<file path="src/rtl/adcs_pkg.sv">
package adcs_pkg;
  typedef enum logic [1:0] {
    PH_IDLE,
    PH_LOW,
    PH_HIGH,
    PH_GAP
  } phase_t;
endpackage

</file>
<file path="src/rtl/adcs_pick.sv">
// Request slot and scan pointer; decides what the link converts next.
module adcs_pick #(
  parameter int NCH  = 4,
  parameter int CH_W = 2
) (
  input  logic            clk,
  input  logic            rst_n,
  input  logic            req_valid,
  input  logic [CH_W-1:0] req_chan,
  input  logic            scan_en,
  input  logic            busy,
  output logic            req_ready,
  output logic            start,
  output logic [CH_W-1:0] start_chan
);
  localparam logic [CH_W-1:0] LAST_CH = CH_W'(NCH - 1);

  logic            held_v;
  logic [CH_W-1:0] held_ch;
  logic [CH_W-1:0] scan_ptr;

  assign req_ready  = !held_v;
  assign start      = !busy && (held_v || scan_en);
  assign start_chan = held_v ? held_ch : scan_ptr;

  always_ff @(posedge clk or negedge rst_n) begin
    if (!rst_n) begin
      held_v   <= 1'b0;
      held_ch  <= '0;
      scan_ptr <= '0;
    end else begin
      if (start && held_v) begin
        held_v <= 1'b0;
      end else if (req_valid && req_ready) begin
        held_v  <= 1'b1;
        held_ch <= req_chan;
      end
      if (start && !held_v) begin
        scan_ptr <= (scan_ptr == LAST_CH) ? '0 : scan_ptr + 1'b1;
      end
    end
  end
endmodule

</file>
<file path="src/rtl/adcs_link.sv">
// Serial transaction engine: selection word out, sample in, select gap.
module adcs_link
  import adcs_pkg::*;
#(
  parameter int HALF_CYC = 48,
  parameter int CH_W     = 2,
  parameter int SMP_W    = 8
) (
  input  logic             clk,
  input  logic             rst_n,
  input  logic             start,
  input  logic [CH_W-1:0]  start_chan,
  input  logic             adc_do,
  output logic             busy,
  output logic             done,
  output logic [CH_W-1:0]  done_chan,
  output logic [SMP_W-1:0] done_smp,
  output logic             adc_cs_n,
  output logic             adc_sclk,
  output logic             adc_di
);
  localparam int ADDR_BITS = 2 + CH_W;
  localparam int TOTAL     = ADDR_BITS + 1 + SMP_W;
  localparam int CNT_W     = $clog2(2 * HALF_CYC + 1);
  localparam int IDX_W     = $clog2(TOTAL + 1);
  localparam logic [CNT_W-1:0] HALF_M1   = CNT_W'(HALF_CYC - 1);
  localparam logic [CNT_W-1:0] GAP_M1    = CNT_W'(2 * HALF_CYC - 1);
  localparam logic [IDX_W-1:0] FIRST_SMP = IDX_W'(ADDR_BITS + 1);
  localparam logic [IDX_W-1:0] LAST_IDX  = IDX_W'(TOTAL - 1);

  phase_t                 ph;
  logic [CNT_W-1:0]       div_cnt;
  logic [IDX_W-1:0]       bit_idx;
  logic [ADDR_BITS-1:0]   shout;
  logic [SMP_W-1:0]       shin;
  logic [CH_W-1:0]        chan_q;
  logic                   cs_n_q, sclk_q, di_q, done_q;

  assign busy      = (ph != PH_IDLE);
  assign done      = done_q;
  assign done_chan = chan_q;
  assign done_smp  = shin;
  assign adc_cs_n  = cs_n_q;
  assign adc_sclk  = sclk_q;
  assign adc_di    = di_q;

  always_ff @(posedge clk or negedge rst_n) begin
    if (!rst_n) begin
      ph      <= PH_IDLE;
      div_cnt <= '0;
      bit_idx <= '0;
      shout   <= '0;
      shin    <= '0;
      chan_q  <= '0;
      cs_n_q  <= 1'b1;
      sclk_q  <= 1'b0;
      di_q    <= 1'b0;
      done_q  <= 1'b0;
    end else begin
      done_q <= 1'b0;
      case (ph)
        PH_IDLE: begin
          if (start) begin
            ph      <= PH_LOW;
            cs_n_q  <= 1'b0;
            div_cnt <= '0;
            bit_idx <= '0;
            chan_q  <= start_chan;
            shout   <= {2'b11, start_chan};
            di_q    <= 1'b1;
          end
        end
        PH_LOW: begin
          if (div_cnt == HALF_M1) begin
            div_cnt <= '0;
            sclk_q  <= 1'b1;
            ph      <= PH_HIGH;
            if (bit_idx >= FIRST_SMP) shin <= {shin[SMP_W-2:0], adc_do};
          end else begin
            div_cnt <= div_cnt + 1'b1;
          end
        end
        PH_HIGH: begin
          if (div_cnt == HALF_M1) begin
            div_cnt <= '0;
            sclk_q  <= 1'b0;
            if (bit_idx == LAST_IDX) begin
              ph     <= PH_GAP;
              cs_n_q <= 1'b1;
              done_q <= 1'b1;
            end else begin
              ph      <= PH_LOW;
              bit_idx <= bit_idx + 1'b1;
              di_q    <= shout[ADDR_BITS-2];
              shout   <= {shout[ADDR_BITS-2:0], 1'b0};
            end
          end else begin
            div_cnt <= div_cnt + 1'b1;
          end
        end
        PH_GAP: begin
          if (div_cnt == GAP_M1) begin
            div_cnt <= '0;
            ph      <= PH_IDLE;
          end else begin
            div_cnt <= div_cnt + 1'b1;
          end
        end
        default: ph <= PH_IDLE;
      endcase
    end
  end
endmodule

</file>
<file path="src/rtl/adcs_avg.sv">
// Per-input moving window of the last 2**AVG_LOG2 samples.
module adcs_avg #(
  parameter int NCH      = 4,
  parameter int CH_W     = 2,
  parameter int SMP_W    = 8,
  parameter int AVG_LOG2 = 2
) (
  input  logic             clk,
  input  logic             rst_n,
  input  logic             in_valid,
  input  logic [CH_W-1:0]  in_chan,
  input  logic [SMP_W-1:0] in_smp,
  output logic             out_valid,
  output logic [CH_W-1:0]  out_chan,
  output logic [SMP_W-1:0] out_avg
);
  localparam int DEPTH = 1 << AVG_LOG2;
  localparam int SUM_W = SMP_W + AVG_LOG2;

  logic [SMP_W-1:0]    hist [NCH][DEPTH];
  logic [SUM_W-1:0]    sum  [NCH];
  logic [AVG_LOG2-1:0] wptr [NCH];
  logic [SUM_W-1:0]    nxt_sum;

  always_comb begin
    nxt_sum = sum[in_chan] + SUM_W'(in_smp) - SUM_W'(hist[in_chan][wptr[in_chan]]);
  end

  always_ff @(posedge clk or negedge rst_n) begin
    if (!rst_n) begin
      for (int c = 0; c < NCH; c++) begin
        sum[c]  <= '0;
        wptr[c] <= '0;
        for (int d = 0; d < DEPTH; d++) hist[c][d] <= '0;
      end
      out_valid <= 1'b0;
      out_chan  <= '0;
      out_avg   <= '0;
    end else begin
      out_valid <= in_valid;
      if (in_valid) begin
        sum[in_chan]                <= nxt_sum;
        hist[in_chan][wptr[in_chan]] <= in_smp;
        wptr[in_chan]               <= wptr[in_chan] + 1'b1;
        out_chan                    <= in_chan;
        out_avg                     <= nxt_sum[SUM_W-1:AVG_LOG2];
      end
    end
  end
endmodule

</file>
<file path="src/rtl/adc_scanner.sv">
module adc_scanner #(
  parameter int NCH      = 4,
  parameter int SMP_W    = 8,
  parameter int AVG_LOG2 = 2,
  parameter int HALF_CYC = 48,
  parameter int CH_W     = $clog2(NCH)
) (
  input  logic             clk,
  input  logic             rst_n,
  input  logic             req_valid,
  output logic             req_ready,
  input  logic [CH_W-1:0]  req_chan,
  input  logic             scan_en,
  output logic             adc_cs_n,
  output logic             adc_sclk,
  output logic             adc_di,
  input  logic             adc_do,
  output logic             res_valid,
  output logic [CH_W-1:0]  res_chan,
  output logic [SMP_W-1:0] res_avg
);
  logic             busy, start, done;
  logic [CH_W-1:0]  start_chan, done_chan;
  logic [SMP_W-1:0] done_smp;

  adcs_pick #(.NCH(NCH), .CH_W(CH_W)) u_pick (
    .clk(clk), .rst_n(rst_n), .req_valid(req_valid), .req_chan(req_chan),
    .scan_en(scan_en), .busy(busy), .req_ready(req_ready),
    .start(start), .start_chan(start_chan)
  );

  adcs_link #(.HALF_CYC(HALF_CYC), .CH_W(CH_W), .SMP_W(SMP_W)) u_link (
    .clk(clk), .rst_n(rst_n), .start(start), .start_chan(start_chan),
    .adc_do(adc_do), .busy(busy), .done(done), .done_chan(done_chan),
    .done_smp(done_smp), .adc_cs_n(adc_cs_n), .adc_sclk(adc_sclk),
    .adc_di(adc_di)
  );

  adcs_avg #(.NCH(NCH), .CH_W(CH_W), .SMP_W(SMP_W), .AVG_LOG2(AVG_LOG2)) u_avg (
    .clk(clk), .rst_n(rst_n), .in_valid(done), .in_chan(done_chan),
    .in_smp(done_smp), .out_valid(res_valid), .out_chan(res_chan),
    .out_avg(res_avg)
  );
endmodule

</file>
<file path="config.mk">
export PLATFORM = sky130hd
export DESIGN_NAME = adc_scanner
export DESIGN_NICKNAME = d
export VERILOG_FILES = /design/src/rtl/adcs_pkg.sv /design/src/rtl/adcs_pick.sv /design/src/rtl/adcs_link.sv /design/src/rtl/adcs_avg.sv /design/src/rtl/adc_scanner.sv
export SDC_FILE = /design/constraint.sdc
export NUM_CORES = 1
export LEC_CHECK = 0
export BUFFER_PORTS_ARGS = -buffer_cell sky130_fd_sc_hd__buf_2
export CAP_MARGIN = 20
export CORE_ASPECT_RATIO = 2
export CORE_MARGIN = 2
export CORE_UTILIZATION = 60
export DETAILED_ROUTE_END_ITERATION = 12
export HOLD_SLACK_MARGIN = 0.08
export MAX_ROUTING_LAYER = met4
export PLACE_DENSITY = 0.76
export SETUP_SLACK_MARGIN = 0.3
export SLEW_MARGIN = 30
export SYNTH_ARGS = -nofsm -noshare
export SYNTH_HDL_FRONTEND = slang
export SYNTH_SLANG_ARGS = --single-unit
</file>
<file path="constraint.sdc">
create_clock -name clk -period 4.45 [get_ports clk]
set_input_delay 0 -clock clk [delete_from_list [all_inputs] [get_ports clk]]
set_output_delay 0 -clock clk [all_outputs]
set_load 0.1 [all_outputs]
</file>
* After elaboration in Yosys (flattened, before gate mapping) *
Cells that the tools add are included.
Widths: inputs -> output; s select.

word-level totals
  bits in registers = 222
  output and inout port bits = 15
  word-level logic and storage cells = 148

operators by class
  add/subtract/negate cells = 6
  $lt $le $gt $ge = 5
  equality and inequality tests = 13
  multiplexer cells = 59
  bitwise operators = 3
  reductions and logical operators = 22

operators with widths
  cell                count
  $bwmux 128          1
  $mux 32             3
  $bmux 32 s2         1
  $demux 32 s2        1
  $bwmux 40           1
  $mux 10             3
  $mux 8              3
  $mux 7              3
  $pmux 7 s3          1
  $bmux 10 s2         1
  $demux 10 s2        1
  $mux 2              10
  $bmux 8 s2          1
  $demux 8 s2         1
  $mux 1              13
  $mux 4              3
  $reduce_and 4->1    3
  $add 10x8->10       1
  $sub 10x8->10       1
  $mux 3              3
  $bwmux 8            1
  $ne 2x1->1 const B  4
  $pmux 2 s4          1
  $pmux 4 s2          1
  other kinds (26)    46

* Longest topological paths before layout *
Gate-level depths: netlist of the first run.

  word-level depth = 12
  mapped depth = 17
  gate-level depth less buffers = 14

* Cells and area by module *
Synthesis of the first run repeated with hierarchy kept, for this count alone.

unflattened totals
  cell total of the unflattened synthesis = 935
  area, all modules = 11136.9 sq um

modules (own cells, without submodules)
  module     instances  cells an instance  area an instance (sq um)  sequential area each (sq um)
  adcs_avg   1          747                9108.7                    4679.5
  adcs_link  1          169                1779.2                    752.0
  adcs_pick  1          19                 249.0                     125.1

* Least setup slack after synthesis of the first run *
Ideal clock, no wire load.

  path type = register to register
  from = register u_link.chan_q[1], in the netlist u_link.done_chan[1]
  to = register u_avg.out_avg[7]
  setup time = 70 ps
  arrival time = 3881 ps
  setup slack = 499 ps
  cell stages (with the launch flop) = 16
  buffers on the path = 3
  clock period less this slack = 3951 ps
  cells stage by stage = dfrtp_1 buf_2 clkbuf_1 mux4_2 mux2_2 nand2_1 o21ai_0 fa_1 inv_1 ha_1 a211oi_1 nor4b_1 or2_1 buf_1 or4b_1 nand3_1

between the ends
  cells in the longest elaborated chain, start to end = 9
  elaborated cells between the ends (all ways) = 16
  classes of those cells = add/sub (2); mux (12); bitwise (2)

RTL lines
  element                                                RTL line         text
  from (decl)                                            adcs_link.sv:36  logic [CH_W-1:0] chan_q;
  from (signal assigned)                                 adcs_link.sv:68  chan_q <= start_chan;
  $not 2->3 (implied by the code) (*)                    adcs_avg.sv:26   nxt_sum = sum[in_chan] + SUM_W'(in_smp) - SUM_W'(hist[in_chan][wptr[in_chan]]);
  branches (longest 7 deep; another with $add 10x8->10)  n/a
  $sub 10x8->10 (*)                                      adcs_avg.sv:26
  to (signal assigned)                                   adcs_avg.sv:46   out_avg <= nxt_sum[SUM_W-1:AVG_LOG2];
  to (decl)                                              adcs_avg.sv:15   output logic [SMP_W-1:0] out_avg

Mark *: on every way between the ends. The select of a mux whose other input is x is not followed.
A chain may end at the register's enable or synchronous reset.

* Final worst setup path of the first run *
  from = register u_link.chan_q[0], in the netlist u_link.done_chan[0]
  to = register u_avg.out_avg[7]

Same word-level chain as after synthesis.

==> key figures, run 1 <==
Status
  – Outcome: finished clean

Global route
  – Vias in the first global route: 7467
  – Gr ovfl total: 0
  – Total global routing track utilization: 26.8%
  – Wire length of the first global-routing pass: around 39000 um
  – Antenna violations before repair: 0
  – Pin count of the biggest net entering global routing: 130

Layout
  – Number of diodes added for antenna fixing: 0
  – Layout Area Growth over Synthesis: 10.6%
  – Layout cell share with drive strength beyond 1: 22.2%
  – Number of nets in the layout: 991

Timing
  – Least-Margin Pin Slew: ~0.84 ns
  – Final Max Tran Viols: 0
  – Worst clock skew on the final layout: 0.0111 ns
  – Final setup violation count: 0
  – Final critical-path required period: 3.97 ns
  – Hold violation count in the final report: 0
  – Setup repair after global routing missed its margin: false
  – Tightest slew margin relative to the limit: between 40 and 50%
  – Period utilisation layout: 89.3%
  – Final total negative setup slack: 0 ns
  – Highest achievable clock rate: 252 MHz

Drt
  – Routed via count: 7240
  – Number of detailed-routing iterations run before antenna repair: 5
  – Remaining DRCs: 0
  – Final antenna-violating net count: 0
  – Number of design-rule violations left by the first detailed-router iteration: between 400 and 500
  – DRT Wirelength: 24400 um
  – Number of vias per cell after detailed routing: 6.14
  – Wire per inst: 20.7 um

Worst setup path
  – Reg-to-reg endpoint: u_avg.out_avg[7]
  – CP max FO: 13
  – Arrival @ worst endpoint: ~4.4 ns
  – Worst-path cell chain: buf_12 -> buf_4 -> mux4_2 -> mux2_2 -> nand2_1 -> o21ai_0 -> fa_1 -> inv_1 -> ha_1 -> o21ai_1 -> nor4b_1 -> or2_1 -> or4b_1 -> nand3_1
  – Worst Reg-to-Reg Cells: 14
  – Launch point of the worst reg-to-reg path: u_link.done_chan[0]
  – Capturing instance or port of the critical path: u_avg.out_avg[7]
  – Required time of the critical path: 4.88 ns
  – Critical setup path kind: register to register
  – Slack of the worst reg-to-reg path: 0.48 ns
  – Cell class contributing the biggest share of worst-path delay: simple AND/OR/NAND/NOR gates
  – Type of destination of the critical path: register
  – Crit path launch type: register
  – Timing startpoint of the critical path: u_link.done_chan[0]
  – Worst path buffer plus inverter count: 3
  – Path length in cells of the critical path: 14
  – Cell type of the slowest stage on the worst timing path: sky130_fd_sc_hd__fa_1
  – Largest stage delay on the critical path: roughly 0.55 ns

Placed design
  – HPWL after DPL: approximately 17000 um
  – Final weighted congestion in routability-driven placement: 0.924
  – IO Port Bufs: 21

Power and ir drop
  – Pwr per Cell Area: 324 nW/um^2
  – Leakage power of the design: approximately 5.5 nW
  – Total chip power: approximately 3.9 mW
  – Worst voltage drop across the vdd grid: just under 300 uV

Floorplanning
  – Die height: slightly below 200 um
  – Overall die width: 98.7 um
  – Site row count: 69
  – Core area: about 18000 um^2
  – Initial standard-cell utilization of the core: around three fifths
  – Top-Level Pins: 22
  – Overall die area: roughly 19000 um^2

Synth
  – Post-synth EDFFs: 0
  – Flip-flop and latch count after synthesis: between 200 and 250
  – Distinct cell type count after synthesis: 52
  – Top cells by instance count after synthesis: sky130_fd_sc_hd__dfrtp_1 (221), sky130_fd_sc_hd__nand2_1 (161), sky130_fd_sc_hd__o21ai_0 (122), sky130_fd_sc_hd__mux2_2 (86), sky130_fd_sc_hd__inv_1 (45)
  – Number of standard cells after synthesis: between 900 and 1000
  – Leading cell type by number of instances after synthesis: sky130_fd_sc_hd__dfrtp_1
  – Warning count from the yosys run: 0
  – Synth async-reset ratio: 100%
  – Share of the yosys chip area belonging to registers: 51.6%
  – Flip-flop cell with the highest count after synthesis: sky130_fd_sc_hd__dfrtp_1
  – Post-synth top area share: slightly above 50%
  – Synthesized area per cell: 11.5 um^2
  – Cell area after technology mapping: ~11000 um^2
  – Main area contributors after synthesis: sky130_fd_sc_hd__dfrtp_1 (51%), sky130_fd_sc_hd__mux2_2 (9.0%), sky130_fd_sc_hd__mux4_2 (9.0%)
  – Library cell with the largest summed area after synthesis: sky130_fd_sc_hd__dfrtp_1
  – Syn Nets: 978

Clock tree
  – Htree depth: 1
  – Clock tree from TritonCTS: done
  – Clock tree root driver cell: sky130_fd_sc_hd__clkbuf_16
  – Clock slew at the register clock pins of the worst setup and hold paths: around 0.06 ns
  – Longest Clk Path Bufs: 3
  – Number of clock buffers inserted by TritonCTS: 20
  – Worst skew pair latency: 0.49 ns
  – CTS sink count: approximately 220

Job
  – Total of max-cap violations: 0

Worst hold path
  – Type of the tightest min-delay check: input port to register
==> kinds of logic (layout without fill, tap and decap cells) <==
logic type      count (synthesis)  count (layout)  synth area share, %
flops                         222             222                 51.6
xor+xnor                        7               7                0.569
compound gates                179             179                 9.28
simple gates                  242             242                 10.1
mux                           150             150                 20.1
buf+inv                       107             134                 4.11
fa+ha+maj                      32              32                 4.28
==> power by group <==
part / switching, mW / internal [mW]
clock network: 0.732 / 1.05
registers: 0.000664 / 2.02
logic: 0.0413 / 0.0139
==> worst min path at each step <==
| stage | start | end | cells after the start |
|---|---|---|---|
| final | adc_do | u_link.done_smp[0] | 3 |
| after floorplan | rst_n | u_avg.hist[0] | 0 |
| after global routing | adc_do | u_link.done_smp[0] | 3 |
| after detailed placement | rst_n | u_avg.out_avg[2] | 1 |
| after CTS | rst_n | u_avg.hist[87] | 2 |
| after global placement | rst_n | u_avg.sum[33] | 1 |
==> tightest hold or removal path, cell delays in order <==
cell                            delay (ns)
sky130_fd_sc_hd__dlygate4sd3_1        0.52
sky130_fd_sc_hd__buf_2                0.10
sky130_fd_sc_hd__mux2_2               0.13
==> sequential cells by signal (all words and copies together) (netlist names), 2 cells and up <==
register / count
u_avg.hist: 128
u_avg.sum: 40
u_avg.out_avg: 8
u_avg.wptr: 8
u_link.done_smp: 8
u_link.div_cnt: 7
u_link.bit_idx: 4
u_link.shout: 3
u_avg.out_chan: 2
u_link.done_chan: 2
u_link.ph: 2
u_pick.held_ch: 2
u_pick.scan_ptr: 2
==> metrics by stage <==
| step | hold WS (ns) | area, um^2 | instances | setup WS [ns] | utilization (%) |
|---|---|---|---|---|---|
| final | 0.305 | 11900 | 1179 | 0.476 | 67.3 |
| after global routing | 0.307 | 11900 | 1179 | 0.304 | 67.3 |
| after CTS | 0.271 | 11800 | 1176 | 0.307 | 66.9 |
| after detailed placement | 0.188 | 11100 | 1127 | 0.286 | 62.5 |
| after global placement | 0.188 | 11100 | 1127 | 0.338 | 62.5 |
| after floorplan | -0.296 | 10800 | 939 | 0.499 | - |
==> timing repair <==
| action | in CTS | in global routing |
|---|---|---|
| gates cloned | 0 | 0 |
| gates resized for setup | 0 | 7 |
| hold buffers | 8 | 1 |
| setup endpoints to repair | 5 | 29 |
| hold endpoints to repair | 140 | 34 |
| buffers inserted | 5 | 1 |
==> final cells by class <==
cell class              instances  area, um^2
fillers                      1294        5780
flip-flops and latches        222        5560
multi-input cells             610        4790
clock buffers                  33         611
repair buffers                 53         452
well taps                     213         267
inverters                      45         169
clock inverters                 3        65.1
==> placed cells by master, fill, tap and decap left out, types with 21 or more instances in the layout <==
master,n
sky130_fd_sc_hd__mux4_2,43
sky130_fd_sc_hd__mux2_2,86
sky130_fd_sc_hd__clkbuf_16,21
sky130_fd_sc_hd__inv_1,45
sky130_fd_sc_hd__o21ai_0,119
sky130_fd_sc_hd__ha_1,24
sky130_fd_sc_hd__dfrtp_1,219
sky130_fd_sc_hd__nand2_1,161
sky130_fd_sc_hd__a21oi_1,21
==> per-layer routing <==
layer	GRT usage (%)	routed length [um]	share of wire (%)
met5	-	0	0
met2	47.4	13400	55
met1	29.1	8870	36
met3	2.78	700	2.9
met4	14.5	1430	5.8
No activity file was read; power rests on OpenSTA's default activity.
==> inputs of run 2 (changes only) <==
--- a/config.mk
+++ b/config.mk
@@ -5,15 +5,16 @@
 export SDC_FILE = /design/constraint.sdc
 export NUM_CORES = 1
 export LEC_CHECK = 0
-export BUFFER_PORTS_ARGS = -buffer_cell sky130_fd_sc_hd__buf_2
+export ABC_AREA = 1
 export CAP_MARGIN = 20
 export CORE_ASPECT_RATIO = 2
 export CORE_MARGIN = 2
 export CORE_UTILIZATION = 60
 export DETAILED_ROUTE_END_ITERATION = 12
+export DONT_BUFFER_PORTS = 1
 export HOLD_SLACK_MARGIN = 0.08
 export MAX_ROUTING_LAYER = met4
-export PLACE_DENSITY = 0.76
+export PLACE_DENSITY_LB_ADDON = 0.05
 export SETUP_SLACK_MARGIN = 0.3
 export SLEW_MARGIN = 30
 export SYNTH_ARGS = -nofsm -noshare
==> run 2 against run 1 <==
The run now ends with negative hold slack left. Hold slack got worse by 1.1 ns. Critical path depth increased by 2. Register-to-register slack improved by 0.12 ns. Synthesized area decreased by 1.5%. Global-route usage increased by 3.9 points. Power increased by 1.0%. Routed wire length increased by 13%. Count of clock-buffer cells in the layout decreased by 2. Non-clock buffer count decreased by 31. Sequential power about the same. Maximum frequency increased by 3.2%. Flip-flop and latch count unchanged. Critical path type unchanged.
==> key figures, run 2 <==
Status
  – Outcome: complete, but fails checks
  – Failing checks: negative hold slack

Job
  – Total of max-cap violations: 0

Placed design
  – IO Port Bufs: 0
  – Number of placed cells counting well taps: 1404
  – HPWL after DPL: 18300 um
  – Placement Setup Slack: 0.362 ns
  – Final weighted congestion in routability-driven placement: 1.02
  – Placed cell areas: 10700 um^2

Timing
  – Period utilisation layout: between 80% and 90%
  – Worst clock skew on the final layout: 0.0138 ns
  – Least-Margin Pin Slew: about 1.0 ns
  – Tightest slew margin relative to the limit: 33.0%
  – Final setup violation count: 0
  – Final worst setup slack: ~0.60 ns
  – Final Max Tran Viols: 0
  – Setup repair after global routing missed its margin: false
  – Final total negative setup slack: 0 ns
  – Highest achievable clock rate: 260 MHz
  – Hold violation count in the final report: between 200 and 250
  – Final critical-path required period: 3.85 ns
  – Hold slack: -0.823 ns

Clock tree
  – Worst skew pair latency: 0.51 ns
  – Clock slew at the register clock pins of the worst setup and hold paths: 0.06 ns
  – Clock tree root driver cell: sky130_fd_sc_hd__clkbuf_16
  – Number of clock buffers inserted by TritonCTS: 21
  – Clock tree from TritonCTS: done
  – Htree depth: 1
  – CTS sink count: 222
  – Post-cts hold buffer count: 7
  – Longest Clk Path Bufs: 3
  – Setup fix buffers added after clock tree synthesis: 0

Global route
  – Antenna violations before repair: 0
  – Vias in the first global route: 8301
  – Total global routing track utilization: 30.8%
  – Pin count of the biggest net entering global routing: 223
  – Gr ovfl total: 0
  – Wire length of the first global-routing pass: 44100 um

Worst setup path
  – Type of destination of the critical path: register
  – Timing startpoint of the critical path: u_link.done_chan[1]
  – Cell class contributing the biggest share of worst-path delay: simple AND/OR/NAND/NOR gates
  – Crit path launch type: register
  – Largest stage delay on the critical path: between 0.6 and 0.7 ns
  – Cell occurring most often along the worst timing path: sky130_fd_sc_hd__nand2_1
  – Reg-to-reg endpoint: u_avg.sum[36]
  – Slack of the worst reg-to-reg path: 0.60 ns
  – CP max FO: 11
  – Arrival @ worst endpoint: ~4.2 ns
  – Launch point of the worst reg-to-reg path: u_link.done_chan[1]
  – Critical setup path kind: register to register
  – Worst-path cell chain: inv_4 -> nor2_8 -> inv_2 -> nor2_4 -> nor2_1 -> nand2_2 -> nand3_1 -> nand2_1 -> fa_1 -> fa_1 -> nand3b_1 -> nand2_1 -> nand2_1 -> nand2_1 -> xor2_1 -> o21ai_0
  – Required time of the critical path: 4.81 ns
  – Worst Reg-to-Reg Cells: 16
  – Worst path buffer plus inverter count: 2
  – Cell type of the slowest stage on the worst timing path: sky130_fd_sc_hd__dfrtp_1
  – Capturing instance or port of the critical path: u_avg.sum[36]
  – Path length in cells of the critical path: 16

Floorplanning
  – Initial standard-cell utilization of the core: 61.4%
  – Core area: 17300 um^2
  – Overall die width: around 98 um
  – Site row count: between 60 and 70
  – Top-Level Pins: 22
  – Die height: 192 um
  – Overall die area: 18800 um^2

Layout
  – Flip-flop count of the largest register, all copies and words added: 128
  – Final core area utilization: 66.5%
  – Post-route insts no fill: 1448
  – Total of fill cells in the finished design: around 1400
  – Largest reg by FF count: u_avg.hist
  – Layout Area Growth over Synthesis: 8.23%
  – Post-route cell area: 11500 um^2
  – Number of nets in the layout: 1263
  – Top library cells by usage in the layout, fill and taps aside: sky130_fd_sc_hd__nand2_1 (406), sky130_fd_sc_hd__dfrtp_1 (220), sky130_fd_sc_hd__o21ai_0 (184)
  – Layout cell share with drive strength beyond 1: 7.84%
  – Commonest non-fill, non-tap cell in the layout: sky130_fd_sc_hd__nand2_1
  – Number of diodes added for antenna fixing: 0
  – Registers with the most flip-flops: u_avg.hist x128, u_avg.sum x40

Power and ir drop
  – Part of the power in registers: 52.1%
  – Leakage power of the design: between 5 and 6 nW
  – Comb power frac: 0.9%
  – Clock network fraction of total power: between 40 and 50%
  – Internal power: 3.09 mW
  – Switching share of power: 20.8%
  – Total chip power: 3.90 mW
  – Worst voltage drop across the vdd grid: between 300 and 400 uV
  – Sw power: 0.810 mW
  – Pwr per Cell Area: 340 nW/um^2

Synth
  – Flip-flop and latch count after synthesis: between 200 and 250
  – Post-synth EDFFs: 0
  – Post-synth top area share: between 50% and 60%
  – Synthesized area per cell: 8.60 um^2
  – Share of the yosys chip area belonging to registers: 52.4%
  – Number of standard cells after synthesis: 1233
  – Synth async-reset ratio: 100%
  – Top cells by instance count after synthesis: sky130_fd_sc_hd__nand2_1 (406), sky130_fd_sc_hd__dfrtp_1 (221), sky130_fd_sc_hd__o21ai_0 (184), sky130_fd_sc_hd__inv_1 (79), sky130_fd_sc_hd__nand3_1 (64)
  – Library cell with the largest summed area after synthesis: sky130_fd_sc_hd__dfrtp_1
  – Cell area after technology mapping: 10600 um^2
  – Main area contributors after synthesis: sky130_fd_sc_hd__dfrtp_1 (52%), sky130_fd_sc_hd__nand2_1 (14%), sky130_fd_sc_hd__o21ai_0 (8.7%)
  – Leading cell type by number of instances after synthesis: sky130_fd_sc_hd__nand2_1
  – Warning count from the yosys run: 0
  – Distinct cell type count after synthesis: 44
  – Syn Nets: 1272
  – Flip-flop cell with the highest count after synthesis: sky130_fd_sc_hd__dfrtp_1

Drt
  – Routed via count: 8437
  – Number of detailed-routing iterations run before antenna repair: 6
  – DRT Wirelength: 27500 um
  – Wire per inst: 19.0 um
  – Final antenna-violating net count: 0
  – Remaining DRCs: 0
  – Number of vias per cell after detailed routing: ~6
  – Number of design-rule violations left by the first detailed-router iteration: 580

Worst hold path
  – Type of the tightest min-delay check: input port to async pin
-- run 2: changes by cell type in the layout (fill, tap and decap cells not counted), sizes merged, moves of 35 or more --
cell / change
nand2: +262
mux2: -83
o21ai: +68
nand3: +50
mux4: -44
inv: +42
nor2: +35
-- run 2: kinds of logic (layout without fill, tap and decap cells) --
group,Yosys count,after routing,synth area share [%]
simple gates,565,565,22.9
xor+xnor,9,9,0.743
fa+ha+maj,32,32,4.34
buf+inv,140,145,5.80
mux,3,3,0.318
flops,222,222,52.4
compound gates,262,262,13.5
-- run 2: power by group through the flow --
| stage | Clock (mW) | Sequential, mW | Combinational [mW] |
|---|---|---|---|
| global placement | 0 | 2.07 | 0.0219 |
| floorplan | 0 | 2.07 | 0.0185 |
| detailed placement | 0 | 2.07 | 0.0224 |
| global route | 1.91 | 2.03 | 0.0400 |
| CTS | 1.85 | 2.03 | 0.0353 |
| finish | 1.83 | 2.03 | 0.0368 |
-- run 2: area by class of cell --
type / instances / area [um^2] / area share, %
well taps: 210 / 263 / 2.29
clock inverters: 6 / 65.1 / 0.567
inverters: 86 / 328 / 2.86
repair buffers: 22 / 199 / 1.73
flip-flops and latches: 222 / 5560 / 48.4
multi-input cells: 871 / 4440 / 38.6
clock buffers: 31 / 633 / 5.51
-- run 2: worst min-delay path by stage --
| stage | end | depth (start not counted) | start | slack [ns] |
|---|---|---|---|---|
| global placement | u_avg.out_chan[0] | 0 | rst_n | -0.29 |
| CTS | u_link.done | 0 | rst_n | -0.83 |
| global route | u_avg.out_chan[0] | 0 | rst_n | -0.83 |
| finish | u_avg.out_avg[7] | 0 | rst_n | -0.82 |
| floorplan | u_avg.hist[0] | 0 | rst_n | -0.30 |
| detailed placement | u_avg.out_chan[0] | 0 | rst_n | -0.29 |
-- run 2: per-layer routing --
layer,global-route usage (%),vias to the layer above,share of wire (%)
met1,36.0,4097,39
met2,53.0,218,52
met5,-,-,0
met3,2.84,94,3.9
li1,-,4028,-
met4,15.4,0,5.4
-- run 2: repair_timing --
item / in CTS / in global routing
gates resized for setup: 0 / 2
hold endpoints to repair: 235 / 222
endpoints found under the setup margin: 0 / 34
-- run 2: worst reg2reg max path, stage by stage, from the launching register on --
cell	delay [ns]
sky130_fd_sc_hd__dfrtp_1	0.61
sky130_fd_sc_hd__inv_4	0.12
sky130_fd_sc_hd__nor2_8	0.27
sky130_fd_sc_hd__inv_2	0.17
sky130_fd_sc_hd__nor2_4	0.16
sky130_fd_sc_hd__nor2_1	0.07
sky130_fd_sc_hd__nand2_2	0.21
sky130_fd_sc_hd__nand3_1	0.14
sky130_fd_sc_hd__nand2_1	0.11
sky130_fd_sc_hd__fa_1	0.46
sky130_fd_sc_hd__fa_1	0.47
sky130_fd_sc_hd__nand3b_1	0.18
sky130_fd_sc_hd__nand2_1	0.14
sky130_fd_sc_hd__nand2_1	0.06
sky130_fd_sc_hd__nand2_1	0.07
sky130_fd_sc_hd__xor2_1	0.31
sky130_fd_sc_hd__o21ai_0	0.15
==> inputs of run 3 (changes only) <==
--- a/config.mk
+++ b/config.mk
@@ -7,9 +7,11 @@
 export LEC_CHECK = 0
 export ABC_AREA = 1
 export CAP_MARGIN = 20
+export CELL_PAD_IN_SITES_DETAIL_PLACEMENT = 1
+export CELL_PAD_IN_SITES_GLOBAL_PLACEMENT = 2
 export CORE_ASPECT_RATIO = 2
 export CORE_MARGIN = 2
-export CORE_UTILIZATION = 60
+export CORE_UTILIZATION = 40
 export DETAILED_ROUTE_END_ITERATION = 12
 export DONT_BUFFER_PORTS = 1
 export HOLD_SLACK_MARGIN = 0.08
==> run 3 against run 2 <==
The flow still finishes with violations (negative hold slack). Maximum frequency shrank 0.59%. Core utilization decreased by 21 points. Critical path type unchanged. Non-clock buffer count increased by 5. Cell count up 9.8%. Sequential power is essentially flat. Clock power rose by 9%.
==> key figures, run 3 (same netlist as run 2, synthesis figures left out) <==
Status
  – Outcome: complete, but fails checks
  – Failing checks: negative hold slack

Placed design
  – IO Port Bufs: 0
  – Final weighted congestion in routability-driven placement: 0.866
  – HPWL after DPL: 22700 um

Floorplanning
  – Overall die area: 27900 um^2
  – Overall die width: about 120 um
  – Initial standard-cell utilization of the core: 40.5%
  – Site row count: 84
  – Core area: ~26000 um^2
  – Die height: 234 um
  – Top-Level Pins: 22

Power and ir drop
  – Sw power: 0.847 mW
  – Internal power: 3.23 mW
  – Switching share of power: about a fifth
  – Clock network fraction of total power: 49.2%
  – Comb power frac: 0.9%
  – Leakage power of the design: 5.44 nW
  – Part of the power in registers: 49.9%
  – Pwr per Cell Area: 346 nW/um^2
  – Worst voltage drop across the vdd grid: ~300 uV

Worst setup path
  – Arrival @ worst endpoint: 4.29 ns
  – Worst Reg-to-Reg Cells: 21
  – Largest stage delay on the critical path: 0.58 ns
  – Required time of the critical path: 4.86 ns
  – Cell type of the slowest stage on the worst timing path: sky130_fd_sc_hd__dfrtp_4
  – Reg-to-reg endpoint: u_avg.out_avg[7]
  – Crit path launch type: register
  – Launch point of the worst reg-to-reg path: u_link.done_chan[0]
  – Critical setup path kind: register to register
  – Cell class contributing the biggest share of worst-path delay: simple AND/OR/NAND/NOR gates
  – Cell occurring most often along the worst timing path: sky130_fd_sc_hd__nand2_1
  – CP max FO: 12
  – Worst path buffer plus inverter count: 4
  – Worst-path cell chain: clkinvlp_4 -> nor2_4 -> nand2_2 -> nand2_2 -> nor2_4 -> buf_4 -> buf_4 -> nand4_1 -> nand3_1 -> nand2_1 -> fa_1 -> inv_1 -> ha_1 -> nand2_1 -> nand2_1 -> a21oi_1 -> nand2_1 -> nor2_1 -> nand2_2 -> nand3_1 -> nand2_1
  – Type of destination of the critical path: register
  – Slack of the worst reg-to-reg path: 0.58 ns

Layout
  – Layout Area Growth over Synthesis: 11.1%
  – Total of fill cells in the finished design: 3051
  – Registers with the most flip-flops: u_avg.hist x128, u_avg.sum x40
  – Area occupied by multi-input gates: 4450 um^2
  – Sequential cell area: 5560 um^2
  – Commonest non-fill, non-tap cell in the layout: sky130_fd_sc_hd__nand2_1
  – Layout cell share with drive strength beyond 1: 8.67%
  – Largest reg by FF count: u_avg.hist
  – Top library cells by usage in the layout, fill and taps aside: sky130_fd_sc_hd__nand2_1 (406), sky130_fd_sc_hd__dfrtp_1 (219), sky130_fd_sc_hd__o21ai_0 (184)
  – Flip-flop count of the largest register, all copies and words added: 128
  – Number of diodes added for antenna fixing: 0
  – Number of nets in the layout: ~1300

Job
  – Total of max-cap violations: 0

Drt
  – Number of detailed-routing iterations run before antenna repair: 5
  – Final antenna-violating net count: 0
  – Number of vias per cell after detailed routing: 5.27
  – Met2 Wirelength: about 18000 um
  – Top Layer Used: met4
  – Remaining DRCs: 0
  – Routed via count: 8379
  – Routed length on met3: 832 um
  – Number of design-rule violations left by the first detailed-router iteration: 399
  – Wire per inst: 20.8 um
  – DRT Wirelength: 33000 um
  – Post-route met1 wirelength: 12600 um

Global route
  – Antenna violations before repair: 0
  – Total global routing track utilization: 25.5%
  – Wire length of the first global-routing pass: 52700 um
  – Pin count of the biggest net entering global routing: approximately 220
  – Vias in the first global route: 9232
  – Gr ovfl total: 0

Clock tree
  – Clock slew at the register clock pins of the worst setup and hold paths: 0.06 ns
  – Clock tree from TritonCTS: done
  – Htree depth: 1
  – Longest Clk Path Bufs: 3
  – CTS sink count: between 200 and 250
  – Clock tree root driver cell: sky130_fd_sc_hd__clkbuf_16
  – Post-cts hold buffer count: 7
  – Worst skew pair latency: 0.53 ns
  – Number of clock buffers inserted by TritonCTS: 23

Timing
  – Highest achievable clock rate: 258 MHz
  – Final total negative setup slack: 0 ns
  – Setup repair after global routing missed its margin: false
  – Hold violation count in the final report: around 220
  – Final setup violation count: 0
  – Least-Margin Pin Slew: around 1 ns
  – Period utilisation layout: 87.0%
  – Worst clock skew on the final layout: 0.0159 ns
  – Tightest slew margin relative to the limit: about a third
  – Final critical-path required period: 3.87 ns
  – Final Max Tran Viols: 0
  – Hold slack: -0.838 ns

Worst hold path
  – Type of the tightest min-delay check: input port to async pin
-- run 3: worst max path at each step --
stage,startpoint,end,slack (ns),cells after the start
2_1_floorplan,u_link.done_chan[1],u_avg.out_avg[4],1.29,18
3_3_place_gp,u_link.done_chan[0],u_avg.sum[16],0.38,17
3_5_place_dp,u_link.done_chan[0],u_avg.sum[6],0.30,17
4_1_cts,u_link.done_chan[1],u_avg.sum[6],0.43,16
5_1_grt,u_link.done_chan[0],u_avg.sum[24],0.31,16
6_report,u_link.done_chan[0],u_avg.out_avg[7],0.58,21
-- run 3: metal layers --
layer,up-vias,global-route usage (%)
met1,4170,26.9
met3,71,2.82
met2,114,47.5
li1,4024,-
met5,-,-
met4,0,11.8
-- run 3: cell type report --
| cell class | count | share of cell area [%] |
|---|---|---|
| Sequential cell | 222 | 47.2 |
| Inverter | 86 | 2.81 |
| Clock buffer | 33 | 5.80 |
| Tap cell | 344 | 3.65 |
| Timing Repair Buffer | 27 | 1.98 |
| Clock inverter | 7 | 0.797 |
| Multi-Input combinational cell | 871 | 37.8 |
-- run 3: through the flow --
step	utilization, %	power, mW	cells	setup WS (ns)	cell area (um^2)
after CTS	45.0	4.14	1590	0.430	11800
after floorplan	-	2.09	1233	1.29	10600
final	45.0	4.07	1590	0.578	11800
after detailed placement	41.7	2.09	1543	0.300	10900
after global routing	45.0	4.21	1590	0.311	11800
after global placement	41.7	2.09	1543	0.384	10900
-- run 3: timing repair --
item | 4_1_cts | 5_1_grt
hold endpoints to repair | 235 | 222
gates resized for setup | 1 | 4
endpoints found under the setup margin | 6 | 14
setup buffers | 0 | 0
-- run 3: power groups by stage --
stage	Sequential (mW)	Clock (mW)	Combinational [mW]
CTS	2.03	2.07	0.0364
finish	2.03	2.00	0.0369
detailed placement	2.07	0	0.0234
global route	2.03	2.14	0.0405
global placement	2.07	0	0.0229
floorplan	2.07	0	0.0185
